===== src/rtl/emm_pkg.sv =====
package emm_pkg;
    localparam int NUM_WIN   = 4;
    localparam int WIN_IDX_W = $clog2(NUM_WIN);
    localparam int PAGE_W    = 8;
    localparam int WIN_AW    = 14;
    localparam int BUS_AW    = 20;
    localparam int FRAME_AW  = WIN_AW + WIN_IDX_W;
    localparam int SEG_W     = BUS_AW - FRAME_AW;
    localparam int PHYS_AW   = WIN_AW + PAGE_W;
    localparam int IO_AW     = 10;
    localparam int MODE_OFF  = NUM_WIN;

    typedef logic [PAGE_W-1:0] page_t;

    typedef struct packed {
        logic  ext_mode;
        page_t page;
    } win_cfg_t;

    typedef struct packed {
        logic              upper;
        logic [PAGE_W-2:0] frame;
        logic [WIN_AW-1:0] offset;
    } phys_addr_t;

    // A window is reachable unless it is in legacy mode with its top page bit set.
    function automatic logic win_reachable(win_cfg_t c);
        return c.ext_mode || !c.page[PAGE_W-1];
    endfunction
endpackage


===== src/rtl/emm_regfile.sv =====
module emm_regfile
    import emm_pkg::*;
#(
    parameter logic [IO_AW-1:0] IO_BASE = 10'h260
) (
    input  logic                  clk,
    input  logic                  rst,
    input  logic                  io_wr,
    input  logic [IO_AW-1:0]      io_addr,
    input  logic [7:0]            io_wdata,
    output win_cfg_t [NUM_WIN-1:0] cfg
);
    logic [IO_AW-1:0]   off;
    logic               wr_hit;
    page_t              page_q [NUM_WIN];
    logic [NUM_WIN-1:0] mode_q;

    assign off    = io_addr - IO_BASE;
    assign wr_hit = io_wr && (off <= IO_AW'(MODE_OFF));

    always_ff @(posedge clk) begin
        if (rst) begin
            mode_q <= '0;
        end else if (wr_hit && off == IO_AW'(MODE_OFF)) begin
            mode_q <= io_wdata[NUM_WIN-1:0];
        end
    end

    for (genvar g = 0; g < NUM_WIN; g++) begin : g_page
        always_ff @(posedge clk) begin
            if (rst) begin
                page_q[g] <= '0;
            end else if (wr_hit && off == IO_AW'(g)) begin
                page_q[g] <= io_wdata;
            end
        end

        assign cfg[g].ext_mode = mode_q[g];
        assign cfg[g].page     = page_q[g];

        assert_page_load_R2: assert property (@(posedge clk) disable iff (rst)
            (io_wr && io_addr == IO_BASE + IO_AW'(g)) |=> (cfg[g].page == $past(io_wdata)));

        assert_page_hold_R3: assert property (@(posedge clk) disable iff (rst)
            !(io_wr && io_addr == IO_BASE + IO_AW'(g)) |=> $stable(cfg[g].page));
    end

    assert_mode_hold_R3: assert property (@(posedge clk) disable iff (rst)
        !(io_wr && io_addr == IO_BASE + IO_AW'(MODE_OFF)) |=> $stable(mode_q));
endmodule


===== src/rtl/emm_window_dec.sv =====
module emm_window_dec
    import emm_pkg::*;
#(
    parameter logic [SEG_W-1:0] FRAME_SEG = 4'hD
) (
    input  logic               clk,
    input  logic               rst,
    input  logic               mem_en,
    input  logic [BUS_AW-1:0]  mem_addr,
    output logic [NUM_WIN-1:0] win_sel
);
    logic                 in_frame;
    logic [WIN_IDX_W-1:0] idx;

    assign in_frame = mem_en && (mem_addr[BUS_AW-1:FRAME_AW] == FRAME_SEG);
    assign idx      = mem_addr[FRAME_AW-1:WIN_AW];

    for (genvar g = 0; g < NUM_WIN; g++) begin : g_sel
        assign win_sel[g] = in_frame && (idx == WIN_IDX_W'(g));
    end

    assert_sel_onehot_R7: assert property (@(posedge clk) disable iff (rst)
        $onehot0(win_sel));

    assert_sel_gate_R8: assert property (@(posedge clk) disable iff (rst)
        !mem_en |-> (win_sel == '0));
endmodule


===== src/rtl/emm_xlate.sv =====
module emm_xlate
    import emm_pkg::*;
(
    input  logic                   clk,
    input  logic                   rst,
    input  win_cfg_t [NUM_WIN-1:0] cfg,
    input  logic [NUM_WIN-1:0]     win_sel,
    input  logic [WIN_AW-1:0]      offset,
    input  logic                   mem_rd,
    output phys_addr_t             phys,
    output logic                   bank_upper,
    output logic                   ram_cs,
    output logic                   data_drive
);
    win_cfg_t act;
    logic     any_sel;

    always_comb begin
        act = '0;
        for (int i = 0; i < NUM_WIN; i++) begin
            if (win_sel[i]) act = act | cfg[i];
        end
    end

    assign any_sel      = |win_sel;
    assign phys.upper   = act.ext_mode && act.page[PAGE_W-1];
    assign phys.frame   = act.page[PAGE_W-2:0];
    assign phys.offset  = offset;
    assign ram_cs       = any_sel && win_reachable(act);
    assign bank_upper   = ram_cs && phys.upper;
    assign data_drive   = ram_cs && mem_rd;

    assert_upper_needs_cs_R6: assert property (@(posedge clk) disable iff (rst)
        bank_upper |-> (ram_cs && phys.upper));

    assert_drive_read_R9: assert property (@(posedge clk) disable iff (rst)
        data_drive |-> (mem_rd && ram_cs));

    assert_cs_needs_sel_R8: assert property (@(posedge clk) disable iff (rst)
        ram_cs |-> any_sel);
endmodule


===== src/rtl/emm_page_mapper.sv =====
module emm_page_mapper
    import emm_pkg::*;
#(
    parameter logic [IO_AW-1:0] IO_BASE   = 10'h260,
    parameter logic [SEG_W-1:0] FRAME_SEG = 4'hD
) (
    input  logic               clk,
    input  logic               rst,
    input  logic               io_wr,
    input  logic [IO_AW-1:0]   io_addr,
    input  logic [7:0]         io_wdata,
    input  logic               mem_en,
    input  logic               mem_rd,
    input  logic               mem_wr,
    input  logic [BUS_AW-1:0]  mem_addr,
    output logic [PHYS_AW-1:0] phys_addr,
    output logic               bank_upper,
    output logic               ram_cs,
    output logic               data_drive
);
    win_cfg_t [NUM_WIN-1:0] cfg;
    logic [NUM_WIN-1:0]     win_sel;
    phys_addr_t             phys;

    emm_regfile #(.IO_BASE(IO_BASE)) u_regs (
        .clk(clk), .rst(rst), .io_wr(io_wr), .io_addr(io_addr),
        .io_wdata(io_wdata), .cfg(cfg)
    );

    emm_window_dec #(.FRAME_SEG(FRAME_SEG)) u_dec (
        .clk(clk), .rst(rst), .mem_en(mem_en), .mem_addr(mem_addr),
        .win_sel(win_sel)
    );

    emm_xlate u_xlate (
        .clk(clk), .rst(rst), .cfg(cfg), .win_sel(win_sel),
        .offset(mem_addr[WIN_AW-1:0]), .mem_rd(mem_rd), .phys(phys),
        .bank_upper(bank_upper), .ram_cs(ram_cs), .data_drive(data_drive)
    );

    assign phys_addr = phys;

    assert_no_en_no_cs_R8: assert property (@(posedge clk) disable iff (rst)
        !mem_en |-> (!ram_cs && !data_drive));

    assert_write_no_drive_R9: assert property (@(posedge clk) disable iff (rst)
        (mem_wr && !mem_rd) |-> !data_drive);

    assert_offset_pass_R2: assert property (@(posedge clk) disable iff (rst)
        ram_cs |-> (phys_addr[WIN_AW-1:0] == mem_addr[WIN_AW-1:0]));
endmodule


===== config.mk =====
export PLATFORM = sky130hd
export DESIGN_NAME = emm_page_mapper
export DESIGN_NICKNAME = d
export VERILOG_FILES = /design/src/rtl/emm_pkg.sv /design/src/rtl/emm_regfile.sv /design/src/rtl/emm_window_dec.sv /design/src/rtl/emm_xlate.sv /design/src/rtl/emm_page_mapper.sv
export SDC_FILE = /design/constraint.sdc
export NUM_CORES = 1
export LEC_CHECK = 0
export BUFFER_PORTS_ARGS = -buffer_cell sky130_fd_sc_hd__buf_2
export CAP_MARGIN = 20
export CORE_ASPECT_RATIO = 1.5
export CORE_UTILIZATION = 47
export DETAILED_ROUTE_END_ITERATION = 10
export PLACE_DENSITY = 0.76
export SLEW_MARGIN = 20
export SYNTH_ARGS = -nofsm -noshare
export SYNTH_HDL_FRONTEND = slang
export SYNTH_SLANG_ARGS = --single-unit

===== constraint.sdc =====
create_clock -name clk -period 6.4 [get_ports clk]
set_clock_uncertainty 0.15 [all_clocks]
set_input_delay 0.96 -clock clk [delete_from_list [all_inputs] [get_ports clk]]
set_output_delay 0.96 -clock clk [all_outputs]
set_load 0.02 [all_outputs]

==> flow_metrics.env <==
export IMPL_status="finished clean"
export IMPL_post_cts_buffers=0
export IMPL_synth_top_cell_area_share_pct=47.79
export IMPL_path_cells="buf_2, ha_1, nor4b_1, nand2_1, a311o_1, nand2_1"
export IMPL_synth_distinct_cells=37
export IMPL_clock_path_buffers=2
export IMPL_drv_cap=0
export IMPL_place_hpwl_um=2988
export IMPL_cp_required_ns=6.20
export IMPL_dp_slack_ns=2.341
export IMPL_final_nets=236
export IMPL_yosysWarningCount=0
export IMPL_drtAntennaViolNets=0
export IMPL_synth_area_per_cell_sq_um=11.90
export IMPL_min_to="u_regs.mode_q[2]"
export IMPL_ioPinCount=69
export IMPL_r2r_cells=2
export IMPL_final_setup_tns_ns=0
export IMPL_holdCritStartpoint="u_regs.mode_q[2]"
export IMPL_crit_family="simple AND/OR/NAND/NOR gates"
export IMPL_register_area_sq_mm=0.001041
export IMPL_cp_start_kind="input port"
export IMPL_ys_async_sr_fraction_pct=0
export IMPL_drt_iter0_drc=39
export IMPL_rows=28
export IMPL_dieArea_sq_mm=0.004549
export IMPL_period_share_pct=55.05
export IMPL_drive_gt1_share_pct=32.29
export IMPL_numClockSinks=36
export IMPL_worstPathArrival_ns=3.32
export IMPL_critical_path_max_fanout=29
export IMPL_ys_top_cells_by_area="edfxtp_1 (48%), mux4_2 (7.8%), nor4_1 (7.2%)"
export IMPL_grt_pass1_vias=1360
export IMPL_wl_per_cell_um=16.33
export IMPL_hold_viol=0
export IMPL_overflow=0
export IMPL_synth_edf_count=32
export IMPL_ctsResizeCount=0
export IMPL_r2r_slack_ns=5.59
export IMPL_synth_largest_area_cell="edfxtp_1"
export IMPL_min_path_type="reg -> reg"
export IMPL_numCtsBuffers=5
export IMPL_grt_max_degree=30
export IMPL_crit_buf_inv=1
export IMPL_core_region_area_sq_mm=0.004029
export IMPL_multiInputGateArea_sq_um=795.8
export IMPL_cts_hold_buf=0
export IMPL_clock_latency_ns=0.29
export IMPL_synth_area_sq_mm=0.002011
export IMPL_rsz0062_at_grt="false"
export IMPL_clock_fmax_mhz=283.8
export IMPL_num_vias=1428
export IMPL_power_total_w=0.0004694
export IMPL_grt_use_total_pct=17.74
export IMPL_n_antenna_cell=0
export IMPL_r2r_start="u_regs.mode_q[1]"
export IMPL_ys_seq_elements=36
export IMPL_grt_pass1_wl_um=6092
export IMPL_n_fill_cell=324
export IMPL_placed_cells=229
export IMPL_crit_path_top_delay_cell="a311o_1"
export IMPL_finalCriticalPeriod_ns=3.523
export IMPL_io_buffer_count=39
export IMPL_gp_congestion=0.6958
export IMPL_die_w_um=55.41
export IMPL_start_util_pct=49.91
export IMPL_htreeDepth=2
export IMPL_power_density_mw_per_mm2=214.5
export IMPL_peakVddDrop_mv=0.1265
export IMPL_drc=0
export IMPL_instances_no_fill=237
export IMPL_synth_nets=214
export IMPL_setup_violations=0
export IMPL_worstMarginPinSlew_ns=0.9077
export IMPL_cts_tree="yes"
export IMPL_drtPass1Iterations=4
export IMPL_total_leakage_power_nw=0.7372
export IMPL_endpoint_kind="flop"
export IMPL_synth_flop_cell="edfxtp_1"
export IMPL_drt_wl_total_um=3871
export IMPL_timing_slew_headroom_pct=39.34
export IMPL_worstReg2RegEnd="u_regs.mode_q[1]"
export IMPL_syn_to_final_growth_pct=8.836
export IMPL_hold_depth=2
export IMPL_finalMaxSlewViolations=0
export IMPL_root_buffer="clkbuf_8"
export IMPL_grt_antenna_before_repair=0
export IMPL_worst_slack_ns=2.877
export IMPL_via_per_inst=6.025
export IMPL_ys_seq_area_share_pct=51.77
export IMPL_dieHeight_um=82.11
export IMPL_synth_cells=169
export IMPL_worst_path_most_repeated_cell="nand2_1"
export IMPL_critPathMaxStageDelay_ns=0.62
export IMPL_crit_type="in -> reg"
export IMPL_path_clk_slew_ns=0.07
==> metrics by stage <==
stage | hold WS [ns] | utilization, % | area [sq um]
after global routing | 0.3462 | 54.32 | 2188
after floorplan | 0.2813 | - | 2011
after detailed placement | 0.3143 | 52.17 | 2102
after global placement | 0.2931 | 52.17 | 2102
final | 0.3266 | 54.32 | 2188
after CTS | 0.3291 | 54.19 | 2183
==> where the power goes <==
group          leakage [nW]  internal [W]  switching [W]
clock                0.0422     0.0000763      0.0000750
combinational         0.359     0.0000214      0.0000282
sequential            0.336      0.000265     0.00000328
total                 0.737      0.000363       0.000106
==> placed cells by master, fill, tap and decap left out, types with 2 or more instances in the layout <==
master    count
a21oi_1       3
buf_2        39
buf_4         2
clkbuf_1      2
clkbuf_8      5
dfxtp_1       4
edfxtp_1     32
mux2i_1       5
mux4_2        7
nand2_1      13
nand3_1       7
nand3b_1      3
nor2_1        9
nor2b_1      10
nor3b_1       4
nor4_1       23
o31ai_1       2
or2_2         2
==> worst min-delay path, stage by stage, from the launching register on <==
cell,delay [ns]
dfxtp_1,0.31
nand2_1,0.06
mux2i_1,0.06
==> area by class of cell <==
cell class | instances | area share (%)
clock buffer | 7 | 3.488
clock inverter | 1 | 0.2287
inverter | 1 | 0.1715
multi-input combinational | 106 | 36.36
sequential | 36 | 47.57
tap | 45 | 2.573
timing repair buffer | 41 | 9.606
==> state kept, by name, indices dropped and copies added, names as in the netlist <==
name	count
u_regs.mode_q	4
u_regs.page_q	32
==> cells by family after synthesis <==
family | after synthesis | share of synthesized area, %
AO/OA/AOI/OAI | 11 | 4.169
XOR/XNOR | 1 | 0.4357
adder cells (fa/ha/maj) | 1 | 0.6222
buffers and inverters | 27 | 8.898
flip-flops | 36 | 51.77
multiplexers | 13 | 10.89
AND/OR/NAND/NOR | 80 | 23.21
==> how the worst max path moves through the flow <==
stage	start	end	slack, ns	depth (start not counted)
finish	io_addr[5]	u_regs.page_q[2][7]	2.88	6
CTS	io_addr[5]	u_regs.page_q[0][0]	2.63	5
global placement	io_addr[5]	u_regs.page_q[0][0]	2.43	6
floorplan	io_addr[5]	u_regs.page_q[1][0]	2.94	7
global route	io_addr[5]	u_regs.page_q[2][6]	2.73	6
detailed placement	io_addr[5]	u_regs.page_q[0][0]	2.34	5
==> Yosys cell counts (2+ instances only) <==
cell type   n
clkbuf_1    6
buf_6       3
edfxtp_1   32
or2_2       2
mux2i_1     5
dfxtp_1     4
nor2b_1    10
buf_2       2
buf_4      14
nand2_1    13
nor3b_1     4
nand3_1     7
o31ai_1     3
nand3b_1    3
mux4_2      7
a21oi_1     3
nor2_1      9
nor4_1     23
==> layer usage <==
| metal | part of all wire, % | vias to the layer above | global-route usage (%) |
|---|---|---|---|
| met4 | 2.4 | 0 | 9.750 |
| met1 | 39 | 670 | 18.45 |
| met3 | 5.1 | 15 | 4.206 |
| li1 | - | 682 | - |
| met2 | 53 | 61 | 33.01 |
| met5 | 0 | - | 0 |
(Power assumes the default switching activity.)
